$ cat src/rtl/daf_pkg.sv
package daf_pkg;
  localparam int CRC_W = 32;
  localparam logic [CRC_W-1:0] CRC_POLY = 32'h04C11DB7;
  localparam logic [CRC_W-1:0] CRC_SEED = '1;

  function automatic logic [CRC_W-1:0] crc_step(input logic [CRC_W-1:0] c, input logic b);
    logic fb;
    fb = c[CRC_W-1] ^ b;
    return {c[CRC_W-2:0], 1'b0} ^ (fb ? CRC_POLY : '0);
  endfunction
endpackage

$ cat src/rtl/daf_bit_track.sv
module daf_bit_track #(
  parameter int ADDR_BITS = 48,
  localparam int CNT_W = $clog2(ADDR_BITS + 1)
) (
  input  logic             clk,
  input  logic             rst,
  input  logic             bit_start,
  input  logic             bit_valid,
  output logic             take,
  output logic             first,
  output logic             last,
  output logic [CNT_W-1:0] idx
);
  localparam logic [CNT_W-1:0] FULL = CNT_W'(ADDR_BITS);
  localparam logic [CNT_W-1:0] LAST_IDX = CNT_W'(ADDR_BITS - 1);

  logic [CNT_W-1:0] count_q;

  always_comb begin
    idx   = bit_start ? '0 : count_q;
    first = bit_start;
    take  = bit_valid && (bit_start || (count_q != FULL));
    last  = take && (idx == LAST_IDX);
  end

  always_ff @(posedge clk) begin
    if (rst) begin
      count_q <= '0;
    end else if (bit_start) begin
      count_q <= bit_valid ? CNT_W'(1) : '0;
    end else if (take) begin
      count_q <= count_q + CNT_W'(1);
    end
  end
endmodule

$ cat src/rtl/daf_crc.sv
module daf_crc
  import daf_pkg::*;
(
  input  logic             clk,
  input  logic             rst,
  input  logic             clear,
  input  logic             take,
  input  logic             bit_in,
  output logic [CRC_W-1:0] crc_nxt
);
  logic [CRC_W-1:0] crc_q;

  always_comb begin
    crc_nxt = crc_step(clear ? CRC_SEED : crc_q, bit_in);
  end

  always_ff @(posedge clk) begin
    if (rst) begin
      crc_q <= CRC_SEED;
    end else if (take) begin
      crc_q <= crc_nxt;
    end else if (clear) begin
      crc_q <= CRC_SEED;
    end
  end
endmodule

$ cat src/rtl/daf_match.sv
module daf_match #(
  parameter int ADDR_BITS = 48,
  localparam int CNT_W = $clog2(ADDR_BITS + 1)
) (
  input  logic                 clk,
  input  logic                 rst,
  input  logic                 clear,
  input  logic                 take,
  input  logic                 bit_in,
  input  logic [CNT_W-1:0]     idx,
  input  logic [ADDR_BITS-1:0] station_addr,
  output logic                 phys_nxt,
  output logic                 ones_nxt,
  output logic                 group_nxt
);
  logic phys_q, ones_q, group_q;
  logic ref_bit;

  always_comb begin
    ref_bit   = (idx < CNT_W'(ADDR_BITS)) ? station_addr[idx] : 1'b0;
    phys_nxt  = (clear ? 1'b1 : phys_q) & (bit_in == ref_bit);
    ones_nxt  = (clear ? 1'b1 : ones_q) & bit_in;
    group_nxt = (idx == '0) ? bit_in : group_q;
  end

  always_ff @(posedge clk) begin
    if (rst) begin
      phys_q  <= 1'b1;
      ones_q  <= 1'b1;
      group_q <= 1'b0;
    end else if (take) begin
      phys_q  <= phys_nxt;
      ones_q  <= ones_nxt;
      group_q <= group_nxt;
    end else if (clear) begin
      phys_q  <= 1'b1;
      ones_q  <= 1'b1;
      group_q <= 1'b0;
    end
  end
endmodule

$ cat src/rtl/daf_decide.sv
module daf_decide #(
  parameter int HASH_BITS = 6,
  parameter int CRC_W = 32,
  localparam int FILTER_W = 1 << HASH_BITS,
  localparam int HASH_LSB = CRC_W - HASH_BITS
) (
  input  logic                clk,
  input  logic                rst,
  input  logic                last,
  input  logic                phys_hit,
  input  logic                all_ones,
  input  logic                group,
  input  logic [CRC_W-1:0]    crc,
  input  logic [FILTER_W-1:0] hash_filter,
  input  logic                promisc,
  input  logic                bcast_block,
  output logic                accept,
  output logic                done
);
  logic [HASH_BITS-1:0] hidx;
  logic verdict;

  always_comb begin
    hidx = crc[CRC_W-1:HASH_LSB];
    if (promisc)       verdict = 1'b1;
    else if (all_ones) verdict = !bcast_block;
    else if (group)    verdict = hash_filter[hidx];
    else               verdict = phys_hit;
  end

  always_ff @(posedge clk) begin
    if (rst) begin
      done   <= 1'b0;
      accept <= 1'b0;
    end else begin
      done   <= last;
      accept <= last && verdict;
    end
  end
endmodule

$ cat src/rtl/dest_addr_filter.sv
module dest_addr_filter #(
  parameter int ADDR_BITS = 48,
  parameter int HASH_BITS = 6,
  localparam int FILTER_W = 1 << HASH_BITS,
  localparam int CNT_W = $clog2(ADDR_BITS + 1)
) (
  input  logic                 clk,
  input  logic                 rst,
  input  logic                 bit_start,
  input  logic                 bit_valid,
  input  logic                 bit_in,
  input  logic [ADDR_BITS-1:0] station_addr,
  input  logic [FILTER_W-1:0]  hash_filter,
  input  logic                 promisc,
  input  logic                 bcast_block,
  output logic                 accept,
  output logic                 done
);
  import daf_pkg::*;

  logic             take, first, last;
  logic [CNT_W-1:0] idx;
  logic [CRC_W-1:0] crc_nxt;
  logic             phys_nxt, ones_nxt, group_nxt;

  daf_bit_track #(.ADDR_BITS(ADDR_BITS)) u_track (
    .clk(clk), .rst(rst), .bit_start(bit_start), .bit_valid(bit_valid),
    .take(take), .first(first), .last(last), .idx(idx)
  );

  daf_crc u_crc (
    .clk(clk), .rst(rst), .clear(first), .take(take), .bit_in(bit_in),
    .crc_nxt(crc_nxt)
  );

  daf_match #(.ADDR_BITS(ADDR_BITS)) u_match (
    .clk(clk), .rst(rst), .clear(first), .take(take), .bit_in(bit_in),
    .idx(idx), .station_addr(station_addr),
    .phys_nxt(phys_nxt), .ones_nxt(ones_nxt), .group_nxt(group_nxt)
  );

  daf_decide #(.HASH_BITS(HASH_BITS), .CRC_W(CRC_W)) u_decide (
    .clk(clk), .rst(rst), .last(last), .phys_hit(phys_nxt),
    .all_ones(ones_nxt), .group(group_nxt), .crc(crc_nxt),
    .hash_filter(hash_filter), .promisc(promisc), .bcast_block(bcast_block),
    .accept(accept), .done(done)
  );
endmodule

$ cat config.mk
export PLATFORM = sky130hd
export DESIGN_NAME = dest_addr_filter
export DESIGN_NICKNAME = d
export VERILOG_FILES = /design/src/rtl/daf_pkg.sv /design/src/rtl/daf_bit_track.sv /design/src/rtl/daf_crc.sv /design/src/rtl/daf_match.sv /design/src/rtl/daf_decide.sv /design/src/rtl/dest_addr_filter.sv
export SDC_FILE = /design/constraint.sdc
export NUM_CORES = 1
export LEC_CHECK = 0
export BUFFER_PORTS_ARGS = -buffer_cell sky130_fd_sc_hd__buf_2
export CORE_MARGIN = 8
export CORE_UTILIZATION = 50
export DETAILED_ROUTE_END_ITERATION = 7
export PLACE_DENSITY_LB_ADDON = 0.3
export SLEW_MARGIN = 30
export SYNTH_ARGS = -nofsm -noshare
export SYNTH_HDL_FRONTEND = slang
export SYNTH_HIERARCHICAL = 1
export SYNTH_SLANG_ARGS = --single-unit
export TNS_END_PERCENT = 5
$ cat constraint.sdc
create_clock -name clk -period 4.1 [get_ports clk]
set_input_delay 1.23 -clock clk [delete_from_list [all_inputs] [get_ports clk]]
set_output_delay 1.23 -clock clk [all_outputs]
set_load 0.05 [all_outputs]
Yosys cells after proc, flatten, opt, wreduce, memory -nomap -nowiden
Index checks and enable logic that the tools add are counted.
{ "word_totals": {"wordCells": 47, "register_bits": 43, "ramBits": 0, "memories": 0, "latchBits": 0, "romBits": 0, "out_inout_bits": 2} }
{ "classes": {"eq_ne": 3, "mul": 0, "n_reduce_logical": 7, "add_sub_neg": 1, "n_lt_le_gt_ge": 3, "bitwise_logic": 4, "n_mux": 22, "n_div": 0, "shifts": 0} }
{ "op_table": {"columns": ["operator", "n"], "rows": [
  ["$mux 32", 2],
  ["$xor 32x32->32", 1],
  ["$mux 27", 1],
  ["$mux 6", 3],
  ["$lt 6x7->1 const B", 2],
  ["$mux 1", 14],
  ["$bmux 1 s6", 2],
  ["$add 6x1->6 const B", 1],
  ["$eq 6x6->1 const B", 1],
  ["$logic_not 6->1", 1],
  ["$lt 6x6->1 const B", 1],
  ["$ne 6x6->1 const B", 1],
  ["$logic_and 1x1->1", 3],
  ["$and 1x1->1", 2],
  ["$reduce_bool 2->1", 1],
  ["$eq 1x1->1", 1],
  ["$logic_not 1->1", 1],
  ["$logic_or 1x1->1", 1],
  ["$xor 1x1->1", 1]
]} }

Depth between registers and ports, before layout
Gate-level depths: netlist of the first run.
{ "depth": {"ltp_word": 10, "ltp_mapped": 14, "ltp_nobuf": 11} }

By module
Netlist of the first run, hierarchy kept.
{ "by_module_without_submodules": {"columns": ["module", "area_per_inst_um2", "cells_per_inst", "n_inst"], "rows": [
  ["daf_crc", 1669.1, 165, 1],
  ["daf_decide", 749.5, 77, 1],
  ["daf_match", 690.7, 67, 1],
  ["daf_bit_track", 365.4, 44, 1]
]} }

Least setup slack after synthesis of the first run
No wires, ideal clock.
{ "synth_timing": {"kind": "input to register", "from": "input bit_start", "to": "register u_decide.accept", "stages": 12, "setup_time_ns": 0.118, "arrival_time_ns": 3.598, "setup_slack_ns": 0.384, "n_path_buf": 4, "required_time_ns": 3.982, "cell_sequence": "buf_4 or3_1 and2_1 buf_6 buf_12 xnor2_2 buf_4 mux4_2 nor3b_1 nor4_1 nand4_1 o2111a_1"} }
{ "synth_between": {"elab_chain_len": 10} }
{ "synth_rtl": {"columns": ["element", "line_no", "text"], "rows": [
  ["from (decl)", "dest_addr_filter.sv:9", "input logic bit_start,"],
  ["$mux 32 (*)", null, null],
  ["$xor 1x1->1", "daf_pkg.sv:8", "fb = c[CRC_W-1] ^ b;"],
  ["$mux 27", "daf_pkg.sv:9", "return {c[CRC_W-2:0], 1'b0} ^ (fb ? CRC_POLY : '0);"],
  ["$xor 32x32->32 (*)", "daf_pkg.sv:9", null],
  ["via crc_nxt[26]", "dest_addr_filter.sv:23", "logic [CRC_W-1:0] crc_nxt;"],
  ["$bmux 1 s6 (*)", "daf_decide.sv:27", "else if (group) verdict = hash_filter[hidx];"],
  ["$mux 1 (implied by the code) (*)", "daf_decide.sv:27", null],
  ["$mux 1 (*)", "daf_decide.sv:27", null],
  ["$mux 1 (*)", "daf_decide.sv:26", "else if (all_ones) verdict = !bcast_block;"],
  ["$mux 1 (*)", "daf_decide.sv:25", "if (promisc) verdict = 1'b1;"],
  ["$logic_and 1x1->1 (*)", "daf_decide.sv:37", "accept <= last && verdict;"],
  ["to (signal assigned)", "daf_decide.sv:37", null],
  ["to (decl)", "daf_decide.sv:17", "output logic accept,"]
]} }
Mark *: on every way through the listed nets, which the timed path passes. The rest lies on a longest branch. The select of a mux whose other input is x is not followed.
A chain may end at the register's enable or synchronous reset.

Worst setup path after layout of the first run
{ "layout_timing": {"from": "input bit_start", "to": "register u_decide.accept"} }
{ "layout_between": {"elab_chain_len": 10} }
{ "layout_rtl": {"columns": ["element", "line_no", "text"], "rows": [
  ["$mux 6 (*)", "daf_bit_track.sv:20", "idx = bit_start ? '0 : count_q;"],
  ["via idx[0]", "dest_addr_filter.sv:22", "logic [CNT_W-1:0] idx;"],
  ["$bmux 1 s6", "daf_match.sv:20", "ref_bit = (idx < CNT_W'(ADDR_BITS)) ? station_addr[idx] : 1'b0;"],
  ["$mux 1 (implied by the code)", "daf_match.sv:20", null],
  ["$mux 1 (*)", "daf_match.sv:20", null],
  ["$eq 1x1->1 (*)", "daf_match.sv:21", "phys_nxt = (clear ? 1'b1 : phys_q) & (bit_in == ref_bit);"],
  ["$and 1x1->1 (*)", "daf_match.sv:21", null],
  ["via phys_nxt", "dest_addr_filter.sv:24", "logic phys_nxt, ones_nxt, group_nxt;"],
  ["$mux 1 (*)", "daf_decide.sv:27", null],
  ["$mux 1 (*)", "daf_decide.sv:26", null],
  ["$mux 1 (*)", "daf_decide.sv:25", null],
  ["$logic_and 1x1->1 (*)", "daf_decide.sv:37", null]
]} }
Marks and branches as above.

==> impl_metrics.py, run 1 <==
metrics = {
    "worst_setup_path": {
        "r2r-start": "u_track/count_q[0]",
        "r2r_slack_ns": 1.32,
        "r2r-end": "u_decide/accept",
        "path_cells": "buf_2, nor2b_1, buf_12, mux4_1, mux2_2, nand3b_1, a31oi_2, a21boi_1, and3b_1, nor3_1, a21oi_1, o2111a_1",
        "crit_slowest_cell": "mux4_1",
        "rr_worst_depth": 11,
        "critPathKind": "in2reg",
        "cp-start-kind": "input pin",
        "max_stage_delay_ns": 0.54,
        "cp.required_ns": 4.30,
        "cp.arrival_ns": 3.63,
        "critPathMaxFanout": 16,
        "end_kind": "register",
    },
    "sta": {
        "drv_slew": 0,
        "timing.final.crit_period_ns": 3.43,
        "setup_violations": 0,
        "fin_skew_ns": 0.0119,
        "worstMarginPinSlew_ns": 0.551,
        "fin_ws_ns": 0.671,
        "rsz0062_at_grt": "false",
        "finalCritPeriodShare_pct": 83.6,
        "finalSetupTns_ns": 0,
        "maxSlewHeadroom_pct": 63.2,
        "hold-worst-slack_ns": 0.477,
        "max_freq_mhz": 292,
        "hold_violations": 0,
    },
    "clocking": {
        "cts.sink_count": 43,
        "cts_buffers": 5,
        "root_buffer": "clkbuf_8",
        "postCtsResizedCells": 0,
        "clock_latency_ns": 0.30,
        "cts_tree": "done",
        "clk_path_buf_depth": 2,
        "h-tree-depth": 2,
        "ctsHoldBuffers": 0,
        "cts_setup_buffers": 0,
        "path_clk_slew_ns": 0.09,
    },
    "floorplan": {
        "core_mm2": 0.00635,
        "rows": 29,
        "dieArea_mm2": 0.00943,
        "dieHeight_um": 97.1,
        "io_pins": 121,
        "die_w_um": 97.1,
        "start_util_pct": 51.8,
    },
    "placed_design": {
        "place_inst": 517,
        "globalplace.congestion": 0.830,
        "port_buffers": 120,
        "dp_hpwl_mm": 6.47,
        "dp_slack_ns": 0.375,
    },
    "final_layout": {
        "drive_above_1_share_pct": 41.5,
        "final_cell_mix": "buf_2 (120), dfxtp_1 (43), mux2i_1 (35), nor2_1 (31), nand2_1 (18)",
        "n_antenna_cell": 0,
        "fillers": 567,
        "final_common_cell": "buf_2",
        "final_cells": 525,
        "areaGrowthSynthToFinish_pct": 21.1,
        "nets": 568,
        "final_util_pct": 62.8,
    },
    "pwr": {
        "power_density_mw_per_mm2": 225,
        "p_leak_nw": 1.73,
        "ir_drop_uv": 170,
    },
    "min_path": {
        "hold_path_depth": 2,
        "holdPathEnd": "u_crc/crc_q[15]",
        "worstHoldStart": "u_crc/crc_q[14]",
        "hp-class": "reg2reg",
    },
    "route": {
        "dr.first_iter.drc_count": 203,
        "viasPerCell": 5.75,
        "finalWirelength_mm": 8.50,
        "dr_wl_met3_um": 458,
        "dr_total_vias": 3018,
        "dr.max_layer_used": "met4",
        "drt-met1-wl_mm": 3.89,
        "dr.pass1.iters": 4,
        "drc": 0,
        "ant_nets": 0,
        "routed-wl-met2_mm": 4.10,
        "routedWlPerCell_um": 16.2,
    },
    "yosys": {
        "synth.avg_cell_area_um2": 9.74,
        "yosysWarnings": 6,
        "synth_area_mm2": 0.00329,
        "synth_cells": 338,
        "synth_nets": 459,
    },
    "outcome": {
        "status": "finished clean",
    },
    "grt": {
        "grt_pass1_vias": 2903,
        "grt.overflow.total": 0,
        "grt.total_usage_pct": 17.1,
        "antenna_found_initial": 0,
        "grt_max_degree": 32,
        "grt_pass1_wl_mm": 13.8,
    },
    "flow_run": {
        "cap_violations": 0,
    },
}
-- layer usage --
layer  up-vias  GRT usage [%]
met3         6           3.70
met4         0           3.20
met1      1435           22.1
met2        80           28.5
met5         -              0
li1       1497              -
-- through the flow --
step / area [um2] / power (W)
floorplan: 3290 / 0.000560
global placement: 3890 / 0.000627
detailed placement: 3890 / 0.000631
CTS: 3990 / 0.000909
global route: 3990 / 0.000947
finish: 3990 / 0.000898
-- area by class of cell --
type	count	area [um2]	area share, %
sequential	43	861	21.6
tap	77	96.3	2.42
timing repair buffer	131	696	17.5
inverter	9	33.8	0.847
clock inverter	3	23.8	0.596
multi-input combinational	257	2210	55.4
clock buffer	5	68.8	1.73
-- how the worst max path moves through the flow --
stage	slack, ns	to	startpoint
2_1_floorplan	0.45	u_decide/accept	bit_start
3_3_place_gp	0.41	u_decide/accept	bit_start
3_5_place_dp	0.37	u_decide/accept	bit_start
4_1_cts	0.68	u_decide/accept	bit_start
5_1_grt	0.55	u_decide/accept	bit_start
6_report	0.67	u_decide/accept	bit_start
-- report_power, final --
| group | switching [W] | total [W] | internal [W] |
|---|---|---|---|
| registers | 0.00000677 | 0.000436 | 0.000429 |
| logic | 0.0000784 | 0.000186 | 0.000108 |
| clock network | 0.000154 | 0.000276 | 0.000122 |
| total | 0.000239 | 0.000898 | 0.000659 |
-- flip-flops by register name (all words and copies together), names as in the netlist --
register         count
u_crc/crc_q         32
u_decide/accept      1
u_decide/done        1
u_match/group_q      1
u_match/ones_q       1
u_match/phys_q       1
u_track/count_q      6
-- worst max-delay path, delay by kind of cell --
family	cells	cell delay, ns
muxes	2	0.81
and+or+nand+nor	4	0.67
AOI/OAI and AO/OA	4	0.59
buffers and inverters	2	0.32
Power figures use the tool's default switching activity.
==> inputs of run 2 (changes only) <==
Settings changed: CORE_UTILIZATION 50 to 46.
Clock period 4.1 ns to 3.1 ns, I/O delays scaled along.
==> run 2 against run 1 <==
Net effect: core utilization fell by 2.6 points; clock power grew 29%; cell area increased by 7.1%; die area is 7.2% higher; cell count increased by 9.3%; hold slack worse by 0.0019 ns.
==> impl_metrics.py, run 2 (synthesis gave the netlist of run 1 again) <==
metrics = {
    "clocking": {
        "cts_buffers": 5,
        "path_clk_slew_ns": 0.08,
        "ctsHoldBuffers": 0,
        "cts.sink_count": 43,
        "h-tree-depth": 2,
        "clock_latency_ns": 0.29,
        "cts_tree": "done",
        "clk_path_buf_depth": 2,
        "root_buffer": "clkbuf_8",
    },
    "route": {
        "ant_nets": 0,
        "finalWirelength_mm": 9.19,
        "viasPerCell": 5.49,
        "dr.first_iter.drc_count": 180,
        "routedWlPerCell_um": 16.0,
        "drc": 0,
        "dr_total_vias": 3153,
        "dr.pass1.iters": 4,
    },
    "floorplan": {
        "io_pins": 121,
        "rows": 31,
        "start_util_pct": 46.4,
        "dieArea_mm2": 0.0101,
        "die_w_um": 101,
        "dieHeight_um": 101,
        "core_mm2": 0.00710,
    },
    "pwr": {
        "p_leak_nw": 1.88,
        "ir_drop_uv": 185,
        "power_density_mw_per_mm2": 282,
    },
    "grt": {
        "grt.total_usage_pct": 17.6,
        "antenna_found_initial": 0,
        "grt_pass1_wl_mm": 14.9,
        "grt.overflow.total": 0,
        "grt_max_degree": 28,
        "grt_pass1_vias": 3289,
    },
    "sta": {
        "drv_slew": 0,
        "hold_violations": 0,
        "fin_skew_ns": 0.00630,
        "rsz0062_at_grt": "true",
        "timing.final.crit_period_ns": 3.00,
        "setup_violations": 0,
        "maxSlewHeadroom_pct": 65.1,
        "fin_ws_ns": 0.0976,
        "finalCritPeriodShare_pct": 96.9,
        "max_freq_mhz": 333,
        "worstMarginPinSlew_ns": 0.521,
    },
    "final_layout": {
        "largest_reg_flops": 32,
        "stdcell_area_mm2": 0.00427,
        "final_cell_mix": "buf_2 (120), dfxtp_1 (43), mux2i_1 (35), buf_4 (33), nor2_1 (31)",
        "reg.largest.list": "u_crc/crc_q x32, u_track/count_q x6",
        "largest-register": "u_crc/crc_q",
        "fillers": 611,
        "nets": 595,
        "final_common_cell": "buf_2",
        "n_antenna_cell": 0,
        "final_cells": 574,
        "areaGrowthSynthToFinish_pct": 29.8,
        "drive_above_1_share_pct": 46.3,
    },
    "worst_setup_path": {
        "path_buf_inv": 3,
        "cp-start-kind": "input pin",
        "r2r_slack_ns": 0.43,
        "r2r-end": "u_decide/accept",
        "critPathKind": "in2reg",
        "rr_worst_depth": 11,
        "cp.arrival_ns": 3.19,
        "max_stage_delay_ns": 0.49,
        "critPathMaxFanout": 6,
        "r2r-start": "u_track/count_q[0]",
        "end_kind": "register",
        "cp.required_ns": 3.28,
        "critPathTopFamily": "multiplexers",
        "crit_slowest_cell": "mux4_2",
        "path_cells": "buf_2, buf_12, or3_1, and2_1, xnor2_2, buf_4, mux4_2, mux2_4, nand3b_1, nand4_1, o2111a_1",
    },
    "placed_design": {
        "placed_area_mm2": 0.00415,
        "place_inst": 565,
        "dp_hpwl_mm": 7.10,
        "port_buffers": 120,
        "dp_slack_ns": -0.207,
        "globalplace.congestion": 0.865,
    },
    "outcome": {
        "status": "finished clean",
    },
    "flow_run": {
        "cap_violations": 0,
    },
    "min_path": {
        "worstHoldStart": "u_crc/crc_q[14]",
        "hold_path_depth": 2,
        "holdPathEnd": "u_crc/crc_q[15]",
        "hp-class": "reg2reg",
    },
}
## run 2: cell count changes in the layout (fill, tap and decap cells not counted), sizes merged
cell,before,now
buf,131,158
inv,10,9
clkinv,0,1
## run 2: routing by layer
metal | GRT usage, % | up-vias | part of all wire, %
li1 | - | 1542 | -
met3 | 4.35 | 7 | 7.4
met4 | 3.60 | 0 | 0.60
met2 | 31.4 | 99 | 50
met1 | 20.7 | 1505 | 42
met5 | 0 | - | 0
## run 2: layout make-up
class,count,area (um2),area share [%]
multi-input cells,257,2230,52.3
repair buffers,158,931,21.8
flip-flops and latches,43,861,20.2
well taps,99,124,2.90
clock buffers,5,68.8,1.61
inverters,9,33.8,0.791
clock inverters,3,20.0,0.469
## run 2: through the flow
step                      power (W)  hold slack [ns]  TNS (ns)  util, %
after floorplan            0.000742            0.435   -0.0212        -
after global placement     0.000848            0.445     -1.86     58.4
after detailed placement   0.000855            0.457     -2.22     58.4
after CTS                   0.00121            0.478         0     59.7
after global routing        0.00127            0.510   -0.0171     60.2
final                       0.00121            0.475         0     60.2
## run 2: report_power, final
| part | internal, W | switching, W | leakage (nW) |
|---|---|---|---|
| logic | 0.000160 | 0.000112 | 1.49 |
| clock network | 0.000157 | 0.000199 | 0.0402 |
| registers | 0.000568 | 0.00000985 | 0.351 |
| total | 0.000885 | 0.000321 | 1.88 |
## run 2: worst max path at each step
stage                          from              end  slack, ns  depth (start not counted)
after global routing      bit_start  u_decide/accept      -0.02                         11
after floorplan           bit_start  u_decide/accept      -0.02                         12
final                     bit_start  u_decide/accept        0.1                         11
after detailed placement  bit_start  u_decide/accept      -0.21                         12
after CTS                 bit_start  u_decide/accept       0.10                         12
after global placement    bit_start  u_decide/accept      -0.18                         12
## run 2: timing repair
action | CTS | global route
setup buffers | 0 | 1
resized for setup | 0 | 11
setup endpoints to repair | 0 | 14
## run 2: worst min-delay path, stage by stage, from the launching register on
cell and delay (ns):
dfxtp_1 0.33, mux2i_1 0.06, nand2_1 0.05
